`config.mk`:
```
export PLATFORM = sky130hd
export DESIGN_NAME = sflash_cmd_front
export DESIGN_NICKNAME = d
export VERILOG_FILES = /design/src/rtl/sfc_pkg.sv /design/src/rtl/sfc_link.sv /design/src/rtl/sfc_busy_timer.sv /design/src/rtl/sfc_ctrl.sv /design/src/rtl/sflash_cmd_front.sv
export SDC_FILE = /design/constraint.sdc
export NUM_CORES = 1
export LEC_CHECK = 0
export BUFFER_PORTS_ARGS = -buffer_cell sky130_fd_sc_hd__clkbuf_2
export CORE_MARGIN = 3
export CORE_UTILIZATION = 25
export CTS_CLUSTER_SIZE = 25
export DETAILED_ROUTE_END_ITERATION = 6
export MAX_ROUTING_LAYER = met4
export SLEW_MARGIN = 20
export SYNTH_ARGS = -nofsm -noshare
export SYNTH_HDL_FRONTEND = slang
export SYNTH_HIERARCHICAL = 1
export SYNTH_SLANG_ARGS = --single-unit
```
`constraint.sdc`:
```
create_clock -name clk -period 4.4 [get_ports clk]
set_input_delay 0 -clock clk [delete_from_list [all_inputs] [get_ports clk]]
set_output_delay 0 -clock clk [all_outputs]
set_load 0.02 [all_outputs]
```
`src/rtl/sfc_pkg.sv`:
```
// Shared opcodes, status bit positions and job codes for the serial flash
// command front end. Assumes opcodes arrive MSB first.
package sfc_pkg;
    localparam logic [7:0] OPC_WREN = 8'h06;
    localparam logic [7:0] OPC_WRDI = 8'h04;
    localparam logic [7:0] OPC_RDSR = 8'h05;
    localparam logic [7:0] OPC_WRSR = 8'h01;
    localparam logic [7:0] OPC_PP   = 8'h02;
    localparam logic [7:0] OPC_BE   = 8'hD8;
    localparam logic [7:0] OPC_CE   = 8'hC7;

    localparam int ST_BUSY = 0;
    localparam int ST_WEL  = 1;

    typedef enum logic [1:0] {
        JOB_PROG      = 2'd0,
        JOB_BLKERASE  = 2'd1,
        JOB_CHIPERASE = 2'd2,
        JOB_STATUS    = 2'd3
    } job_e;
endpackage

```
`src/rtl/sfc_link.sv`:
```
// Serial link framer: finds serial clock and chip select edges by comparing
// each pin with its previous-cycle value, shifts in bytes on rising serial
// clock, counts whole bytes, and replays the status word on falling edges
// after a read-status opcode. Assumes pins synchronous to clk.
module sfc_link #(
    parameter int NB_MAX = 5,
    localparam int NB_W = $clog2(NB_MAX + 1)
) (
    input  logic            clk,
    input  logic            rst_n,
    input  logic            cs_n,
    input  logic            sck,
    input  logic            mosi,
    input  logic [7:0]      status_in,
    output logic            miso,
    output logic            fr_end,
    output logic [7:0]      fr_opcode,
    output logic [5:0]      fr_data_hi,
    output logic [NB_W-1:0] fr_nbytes,
    output logic            fr_aligned
);
    import sfc_pkg::*;

    logic            sck_q, cs_q;
    logic [2:0]      bit_cnt;
    logic [6:0]      rx_sr;
    logic [7:0]      tx_sr;
    logic [NB_W-1:0] nbytes_q;
    logic [7:0]      opcode_q;
    logic [5:0]      data_q;
    logic            rdsr_act;
    logic            miso_q;
    logic            sck_rise, sck_fall;
    logic [7:0]      new_byte;

    // Edge events on the serial clock within a frame.
    always_comb begin
        sck_rise = sck & ~sck_q & ~cs_n;
        sck_fall = ~sck & sck_q & ~cs_n;
        new_byte = {rx_sr, mosi};
    end

    // Previous-cycle copies of the pins for edge detection.
    always_ff @(posedge clk) begin
        if (!rst_n) begin
            sck_q <= 1'b0;
            cs_q  <= 1'b1;
        end else begin
            sck_q <= sck;
            cs_q  <= cs_n;
        end
    end

    // Receive shifter, byte counter, opcode and data capture.
    always_ff @(posedge clk) begin
        if (!rst_n) begin
            bit_cnt  <= '0;
            rx_sr    <= '0;
            nbytes_q <= '0;
            opcode_q <= '0;
            data_q   <= '0;
            rdsr_act <= 1'b0;
        end else if (cs_n) begin
            bit_cnt  <= '0;
            nbytes_q <= '0;
            rdsr_act <= 1'b0;
        end else if (sck_rise) begin
            rx_sr   <= new_byte[6:0];
            bit_cnt <= bit_cnt + 3'd1;
            if (bit_cnt == 3'd7) begin
                if (nbytes_q != NB_W'(NB_MAX))
                    nbytes_q <= nbytes_q + NB_W'(1);
                if (nbytes_q == '0) begin
                    opcode_q <= new_byte;
                    rdsr_act <= (new_byte == OPC_RDSR);
                end
                if (nbytes_q == NB_W'(1))
                    data_q <= new_byte[7:2];
            end
        end
    end

    // Transmit path: reload status at each byte boundary, else shift.
    always_ff @(posedge clk) begin
        if (!rst_n) begin
            tx_sr  <= '0;
            miso_q <= 1'b0;
        end else if (cs_n) begin
            miso_q <= 1'b0;
        end else if (sck_fall && rdsr_act) begin
            if (bit_cnt == 3'd0) begin
                miso_q <= status_in[7];
                tx_sr  <= {status_in[6:0], 1'b0};
            end else begin
                miso_q <= tx_sr[7];
                tx_sr  <= {tx_sr[6:0], 1'b0};
            end
        end
    end

    assign miso       = miso_q;
    assign fr_end     = cs_n & ~cs_q;
    assign fr_opcode  = opcode_q;
    assign fr_data_hi = data_q;
    assign fr_nbytes  = nbytes_q;
    assign fr_aligned = (bit_cnt == 3'd0);
endmodule

```
`src/rtl/sfc_busy_timer.sv`:
```
// Busy countdown: loads a cycle count and decrements to zero. Busy while
// non-zero; done is high in the last busy cycle. Assumes load values >= 1.
module sfc_busy_timer #(
    parameter int CNT_W = 8
) (
    input  logic             clk,
    input  logic             rst_n,
    input  logic             load,
    input  logic [CNT_W-1:0] load_val,
    output logic             busy,
    output logic             done
);
    logic [CNT_W-1:0] cnt;

    // Countdown register.
    always_ff @(posedge clk) begin
        if (!rst_n)
            cnt <= '0;
        else if (load)
            cnt <= load_val;
        else if (cnt != '0)
            cnt <= cnt - CNT_W'(1);
    end

    assign busy = (cnt != '0);
    assign done = (cnt == CNT_W'(1));
endmodule

```
`src/rtl/sfc_ctrl.sv`:
```
// Command control: decodes each completed frame, keeps the write-enable
// latch and user status bits, starts the busy timer and issues start pulses
// to the back end. Assumes frame info is valid in the fr_end cycle.
module sfc_ctrl #(
    parameter int ADDR_BYTES = 3,
    parameter int NB_W       = 3,
    parameter int CNT_W      = 8,
    parameter int T_WRSR     = 10,
    parameter int T_PP       = 10,
    parameter int T_BE       = 10,
    parameter int T_CE       = 10
) (
    input  logic             clk,
    input  logic             rst_n,
    input  logic             fr_end,
    input  logic [7:0]       fr_opcode,
    input  logic [5:0]       fr_data_hi,
    input  logic [NB_W-1:0]  fr_nbytes,
    input  logic             fr_aligned,
    input  logic             busy,
    input  logic             done,
    output logic [7:0]       status,
    output logic             wel,
    output logic             tmr_load,
    output logic [CNT_W-1:0] tmr_val,
    output logic             op_start,
    output logic [1:0]       op_kind
);
    import sfc_pkg::*;

    logic       wel_q, set_wel, clr_wel, launch, wr_user;
    logic [5:0] user_q;
    logic       op_start_q;
    logic [1:0] op_kind_q;
    job_e       job;
    logic       len1, len2, len_be, len_pp;

    // Frame length classes.
    always_comb begin
        len1   = fr_aligned && (fr_nbytes == NB_W'(1));
        len2   = fr_aligned && (fr_nbytes == NB_W'(2));
        len_be = fr_aligned && (fr_nbytes == NB_W'(ADDR_BYTES + 1));
        len_pp = fr_aligned && (fr_nbytes >= NB_W'(ADDR_BYTES + 2));
    end

    // Opcode decode at chip-select release; nothing but read status while busy.
    always_comb begin
        set_wel = 1'b0;
        clr_wel = 1'b0;
        launch  = 1'b0;
        wr_user = 1'b0;
        job     = JOB_STATUS;
        if (fr_end && !busy) begin
            case (fr_opcode)
                OPC_WREN: set_wel = len1;
                OPC_WRDI: clr_wel = len1;
                OPC_WRSR: begin
                    launch  = len2 && wel_q;
                    wr_user = len2 && wel_q;
                    job     = JOB_STATUS;
                end
                OPC_PP: begin
                    launch = len_pp && wel_q;
                    job    = JOB_PROG;
                end
                OPC_BE: begin
                    launch = len_be && wel_q;
                    job    = JOB_BLKERASE;
                end
                OPC_CE: begin
                    launch = len1 && wel_q;
                    job    = JOB_CHIPERASE;
                end
                default: ;
            endcase
        end
    end

    // Busy duration per job kind.
    always_comb begin
        case (job)
            JOB_PROG:      tmr_val = CNT_W'(T_PP);
            JOB_BLKERASE:  tmr_val = CNT_W'(T_BE);
            JOB_CHIPERASE: tmr_val = CNT_W'(T_CE);
            default:       tmr_val = CNT_W'(T_WRSR);
        endcase
    end

    // Write-enable latch: completion and disable win over enable.
    always_ff @(posedge clk) begin
        if (!rst_n)
            wel_q <= 1'b0;
        else if (done || clr_wel)
            wel_q <= 1'b0;
        else if (set_wel)
            wel_q <= 1'b1;
    end

    // User-writable status bits.
    always_ff @(posedge clk) begin
        if (!rst_n)
            user_q <= '0;
        else if (wr_user)
            user_q <= fr_data_hi;
    end

    // Back-end start pulse and job kind.
    always_ff @(posedge clk) begin
        if (!rst_n) begin
            op_start_q <= 1'b0;
            op_kind_q  <= '0;
        end else begin
            op_start_q <= launch && (job != JOB_STATUS);
            if (launch)
                op_kind_q <= 2'(job);
        end
    end

    always_comb begin
        status          = {user_q, 2'b00};
        status[ST_WEL]  = wel_q;
        status[ST_BUSY] = busy;
    end

    assign wel      = wel_q;
    assign tmr_load = launch;
    assign op_start = op_start_q;
    assign op_kind  = op_kind_q;
endmodule

```
`src/rtl/sflash_cmd_front.sv`:
```
// Top of the serial flash command front end: joins the serial link framer,
// the command control and the busy countdown. Assumes SPI pins synchronous
// to clk with at least two clk cycles between serial clock edges.
module sflash_cmd_front #(
    parameter int ADDR_BYTES = 3,
    parameter int T_WRSR     = 5000,
    parameter int T_PP       = 20000,
    parameter int T_BE       = 200000,
    parameter int T_CE       = 1000000
) (
    input  logic       clk,
    input  logic       rst_n,
    input  logic       cs_n,
    input  logic       sck,
    input  logic       mosi,
    output logic       miso,
    output logic       op_start,
    output logic [1:0] op_kind
);
    localparam int NB_MAX = ADDR_BYTES + 2;
    localparam int NB_W   = $clog2(NB_MAX + 1);
    localparam int T_A    = (T_WRSR > T_PP) ? T_WRSR : T_PP;
    localparam int T_B    = (T_BE > T_CE) ? T_BE : T_CE;
    localparam int T_MAX  = (T_A > T_B) ? T_A : T_B;
    localparam int CNT_W  = $clog2(T_MAX + 1);

    logic [7:0]       status_w;
    logic             fr_end_w, fr_aligned_w;
    logic [7:0]       fr_opcode_w;
    logic [5:0]       fr_data_hi_w;
    logic [NB_W-1:0]  fr_nbytes_w;
    logic             busy_w, done_w, wel_w, tmr_load_w;
    logic [CNT_W-1:0] tmr_val_w;

    sfc_link #(.NB_MAX(NB_MAX)) u_link (
        .clk(clk), .rst_n(rst_n), .cs_n(cs_n), .sck(sck), .mosi(mosi),
        .status_in(status_w), .miso(miso), .fr_end(fr_end_w),
        .fr_opcode(fr_opcode_w), .fr_data_hi(fr_data_hi_w),
        .fr_nbytes(fr_nbytes_w), .fr_aligned(fr_aligned_w)
    );

    sfc_ctrl #(
        .ADDR_BYTES(ADDR_BYTES), .NB_W(NB_W), .CNT_W(CNT_W),
        .T_WRSR(T_WRSR), .T_PP(T_PP), .T_BE(T_BE), .T_CE(T_CE)
    ) u_ctrl (
        .clk(clk), .rst_n(rst_n), .fr_end(fr_end_w), .fr_opcode(fr_opcode_w),
        .fr_data_hi(fr_data_hi_w), .fr_nbytes(fr_nbytes_w),
        .fr_aligned(fr_aligned_w), .busy(busy_w), .done(done_w),
        .status(status_w), .wel(wel_w), .tmr_load(tmr_load_w),
        .tmr_val(tmr_val_w), .op_start(op_start), .op_kind(op_kind)
    );

    sfc_busy_timer #(.CNT_W(CNT_W)) u_tmr (
        .clk(clk), .rst_n(rst_n), .load(tmr_load_w), .load_val(tmr_val_w),
        .busy(busy_w), .done(done_w)
    );
endmodule

```
# After elaboration in Yosys (flattened, before gate mapping)
# Index checks and enable logic that the tools add are counted.
# classes
n_addsub	3
magnitude_cmp	1
eq_ne	16
mux	15
bitwise	10
n_reduce_logical	26
# ops
cell	n
case mux 20 bit (3 select lines)	1
2-to-1 mux 20 bit	2
== test 8 x 3 -> 1 bit, second input constant	3
== test 20 x 1 -> 1 bit, second input constant	1
nonzero test 20 bit	1
subtractor 20 x 1 -> 20 bit, second input constant	1
== test 8 bit, second input constant	2
logical AND 1 bit	11
== test 8 x 1 -> 1 bit, second input constant	1
== test 8 x 2 -> 1 bit, second input constant	1
2-to-1 mux 1 bit	8
2-to-1 mux 8 bit	1
AND reduction 4 bit	2
adder 3 x 1 -> 3 bit, second input constant	2
== test 3 bit, second input constant	2
logical NOT 3 bit	2
case mux 2 bit (3 select lines)	1
AND reduction 3 bit	2
bitwise AND 1 bit	5
NOT 1 bit	5
case mux 1 bit (4 select lines)	1
AND reduction 2 bit	2
OR reduction 2 bit	2
== test 3 x 1 -> 1 bit, second input constant	1
other kinds (11)	11
# totals
regBits	69
inputBits	5
output_inout_bits	4

# Depth between registers and ports, before layout
# depth
ltp_word	7
mapped_depth	14

# Modules after synthesis
# The synthesis kept the hierarchy.
# modules_own_cells
module	instances	cells_per_inst	area_per_inst_um2	seq_area_each_um2
sfc_link	1	175	1654.1	760.7
sfc_busy_timer	1	162	1347.5	400.4
sfc_ctrl	1	86	760.7	200.2

# Worst setup path before layout
# No wires, ideal clock.
# synth_timing
kind	reg-to-reg
from	register u_tmr.cnt[9]
to	register u_tmr.cnt[8]
setup_ps	121
arrival_ps	3029
required_ps	4279
setup_slack_ps	1250
path_stages_with_launch	14
n_path_buf	2
cell_sequence	dfxtp_1 -> nor4_4 -> nand4_4 -> or2_1 -> nand2b_1 -> nor4_2 -> and3_1 -> buf_6 -> a41o_2 -> clkbuf_1 -> nor2b_1 -> a32o_1 -> a31oi_1 -> nand2_1
# synth_between
word_cells_on_any_way	11
# synth_rtl
element	line	rtl
from (decl)	sfc_busy_timer.sv:13	logic [CNT_W-1:0] cnt;
from (signal assigned)	sfc_busy_timer.sv:20	cnt <= load_val;
from (signal assigned)	sfc_busy_timer.sv:22	cnt <= cnt - CNT_W'(1);
nonzero test 20 bit (*)	sfc_busy_timer.sv:25	assign busy = (cnt != '0);
via busy_w	sflash_cmd_front.sv:32	logic busy_w, done_w, wel_w, tmr_load_w;
logical NOT 1 bit (*)	sfc_ctrl.sv:53	if (fr_end && !busy) begin
logical AND 1 bit (*)	sfc_ctrl.sv:53	
2-to-1 mux 1 bit (*)	sfc_ctrl.sv:53	
via tmr_load_w	sflash_cmd_front.sv:32	
2-to-1 mux 20 bit or nonzero test 2 bit (tied branches)	n/a	
# The timed path passes the listed nets; every way through them passes the cells marked *.
# A chain may end at the register's enable or synchronous reset.

# Worst setup path after layout
# layout_timing
from	register u_tmr.cnt[9]
to	register u_tmr.cnt[18]
# Same word-level chain as after synthesis.

==> impl_results.md <==
- Share of flip-flops with an asynchronous set or reset after synthesis: 0%
- Die Wd: 129 um
- Via density: 5.04
- Post-synth design cell area: 3760 sq um
- Number of enable-type register cells in the synthesized netlist: 0
- Number of input and output port buffers inserted: 8
- First-pass GRT wire length: 14900 um
- Number of iterations in the first detailed-routing pass: 4
- Post-synthesis cell count: 423
- Number of buffers inserted during clock tree synthesis: 9
- Post-synth top flop: dfxtp_1
- Number of placed I/O pins: 9
- Final setup viols: 0
- Final HPWL from detailed placement: 6300 um
- Crit path capture type: register
- # nets final: 436
- Synth Register Bits: 68
- TritonCTS clock tree: built
- GR Overflow Total: 0
- Number of warning messages in the yosys log: 6
- Row count: 44
- H-Tree Level Count: 3
- Relative max-transition margin: 30.1%
- Count of unique library cells instantiated by Yosys: 74
- Crit-path max FO: 24
- Critical path capture point: u_tmr/cnt[18]
- Fraction of final layout cells sized beyond drive strength 1: 12.8%
- Most common cell after layout, fill and taps aside: dfxtp_1
- Fin crit share: 85.5%
- FF-to-FF Start: u_tmr/cnt[9]
- Pin count of the biggest net entering global routing: 29
- Post-route DRC violation count: 0
- Highest clock rate: 0.266 GHz
- Arrival time of data at the critical path endpoint: 4010 ps
- List of cells traversed by the critical path: nor4_4 > nand4_4 > or2_1 > nand2b_1 > nor4_2 > and3_1 > a41o_2 > and2_1 > nand2_1 > o41a_1 > a22oi_1
- Count of pins over their slew limit: 0
- Diodes inserted: 0
- All-Layer GR Usage: 11.4%
- Slowest Stage Delay on Critical Path: 610 ps
- Remaining number of nets flagged by the antenna check after routing: 0
- Final critical path time including I/O delays and setup: 3760 ps
- Final Hold Viols: 0
- Crit path max-delay family: simple AND/OR/NAND/NOR gates
- Vias after detailed routing: 3053
- Sequential area share after synthesis: 36.2%
- Per-cell routed wire length: 14.6 um
- Leak pwr: 1.46 nW
- Core region area: 14600 sq um
- Clock insertion delay at the later pin of the skew report: 330 ps
- Setup slack on the worst flop-to-flop path: 640 ps
- Most frequent cells in the layout: dfxtp_1 (68), nor2_1 (37), o21ai_0 (28), nand3_1 (24), mux2i_1 (23)
- Final worst clock skew: 6.09 ps
- Area Overhead vs Synth: 10.4%
- Hold WC Path Type: in -> reg
- Mapped Avg Cell Area: 8.89 sq um
- Routability Congestion: 0.831
- Maximum capacitance violations: 0
- Number of design-rule violations left by the first detailed-router iteration: 204
- Count of instances resized after the clock tree is built: 0
- Transition time of the tightest slew-check pin: 1050 ps
- Final cell utilization of the core: 28.4%
- CP bufs+invs: 0
- Post-route setup TNS: 0 ps
- Total stage count of the critical path: 11
- Master cell of the clock root buffer: clkbuf_16
- Filler instances: 1553
- Overall die area: 16600 sq um
- Number of global-route vias before repair: 3033
- Power per cell area: 541 nW/um^2
- Required arrival time at the worst endpoint: 4650 ps
- Total wire length after detailed routing: 8840 um
- Reg2Reg Capture Point: u_tmr/cnt[18]
- Count of cells along the worst register-to-register path: 11
- Run status: finished, final reports clean
- Starting Density: 25.7%
- Sinks on the clock net: 68
- WS Path Type: reg -> reg
- Number of buffers on the longest clock path: 2
- Kind of start point of the critical path: register
- Vertical extent of the die: 129 um
- Antenna violations before repair: 0
- Area occupied by registers: 1360 sq um
- Multi-input combinational cell area: 2160 sq um
- Worst-path cell with the longest stage delay: nor4_4
- CTS clock-pin slew for the worst setup and hold paths: 60 ps
- Unrepaired setup endpoints after global routing: false
- Crit path from: u_tmr/cnt[9]
- Worst IR drop on VDD: 237 uV
==> per-layer routing <==
metal  global-route usage [%]  wire [um]  vias up
met2                     18.4       4390       56
met4                     3.58         97        0
met3                     3.03        362        9
met5                        -          0        -
li1                         -          -     1526
met1                     13.9       3980     1462
==> cells in the mapped netlist (3+ instances only) <==
library cell / number / area share [%]
nor2_1: 37 / 3.7
nor4b_1: 3 / 0.70
a21oi_1: 20 / 2.7
o21ai_0: 28 / 3.7
ha_1: 13 / 4.3
nor3_1: 6 / 0.80
nor4_1: 6 / 1.0
inv_2: 3 / 0.30
nor2b_1: 7 / 1.2
and2_1: 4 / 0.67
dfxtp_1: 68 / 36
nand3_1: 24 / 3.2
inv_1: 12 / 1.2
a211oi_1: 11 / 2.2
a21boi_0: 4 / 0.80
nor3_2: 3 / 0.80
a31oi_1: 4 / 0.67
buf_1: 3 / 0.30
nand4_1: 6 / 1.0
mux2i_1: 23 / 6.1
o31ai_1: 3 / 0.60
buf_4: 18 / 3.6
xor2_1: 6 / 1.4
clkbuf_1: 9 / 0.90
a211oi_2: 3 / 1.0
and3_1: 3 / 0.50
nand2_1: 22 / 2.2
nand4b_1: 4 / 0.93
nor4bb_1: 4 / 1.1
nand2b_1: 5 / 0.83
a22oi_1: 3 / 0.60
o2111ai_1: 4 / 0.93
==> what timing repair did <==
item                                   CTS  global route
setup buffers                            0             0
endpoints found under the hold margin    3             0
hold buffers                             2             0
==> kinds of logic after synthesis <==
| family | Yosys count | synth area share [%] |
|---|---|---|
| AO/OA/AOI/OAI | 102 | 18.2 |
| XOR/XNOR | 7 | 1.63 |
| AND/OR/NAND/NOR | 160 | 26.0 |
| other | 1 | 0.0997 |
| adder cells (fa/ha/maj) | 13 | 4.32 |
| multiplexers | 23 | 6.12 |
| buffers and inverters | 49 | 7.38 |
| flip-flops | 68 | 36.2 |
==> sequential cells by signal, summed over array words and instances (netlist names) <==
signal	count
u_link/tx_sr	7
u_link/fr_nbytes	3
u_ctrl/user_q	6
u_link/sck_q	1
u_ctrl/wel	1
u_ctrl/op_kind	2
u_link/cs_q	1
u_link/fr_opcode	8
u_link/miso	1
u_link/bit_cnt	3
u_link/rdsr_act	1
u_ctrl/op_start	1
u_tmr/cnt	20
u_link/rx_sr	7
u_link/fr_data_hi	6
==> worst register-to-register path: stages (launching register included) <==
cell	delay, ps
dfxtp_1	350
nor4_4	610
nand4_4	230
or2_1	330
nand2b_1	210
nor4_2	180
and3_1	490
a41o_2	470
and2_1	370
nand2_1	130
o41a_1	120
a22oi_1	180
==> per-stage QoR <==
stage                     hold slack [ps]  setup slack, ps  area, sq um  power (mW)  cells
final                                 172              638         4160        2.25    606
after detailed placement              276              653         3870        1.59    589
after global routing                  218              236         4160        2.38    606
after global placement                267              821         3870        1.57    589
after floorplan                       122             1250         3780        1.40    428
after CTS                             154              634         4160        2.26    606
==> layout make-up <==
type,count,area share (%)
multi-input combinational,311,51.9
clock inverter,6,1.02
tap,184,5.54
timing repair buffer,13,1.99
clock buffer,9,5.42
sequential,68,32.8
inverter,15,1.36
==> report_power, final <==
| part | leakage (nW) | switching, mW | internal, mW |
|---|---|---|---|
| Clock | 0.116 | 0.281 | 0.376 |
| Sequential | 0.551 | 0.107 | 0.691 |
| Combinational | 0.797 | 0.490 | 0.301 |
| Total | 1.46 | 0.878 | 1.37 |
==> how the worst min path moves through the flow <==
stage               start                   to  slack (ps)  cells after the start
floorplan             sck         u_link/sck_q         120                      1
global placement     mosi  u_link/fr_opcode[0]         270                      3
detailed placement   mosi  u_link/fr_opcode[0]         280                      3
CTS                  cs_n      u_link/tx_sr[5]         150                      4
global route         cs_n      u_link/tx_sr[1]         220                      4
finish               cs_n      u_link/tx_sr[2]         170                      4
(Power assumes the default switching activity.)
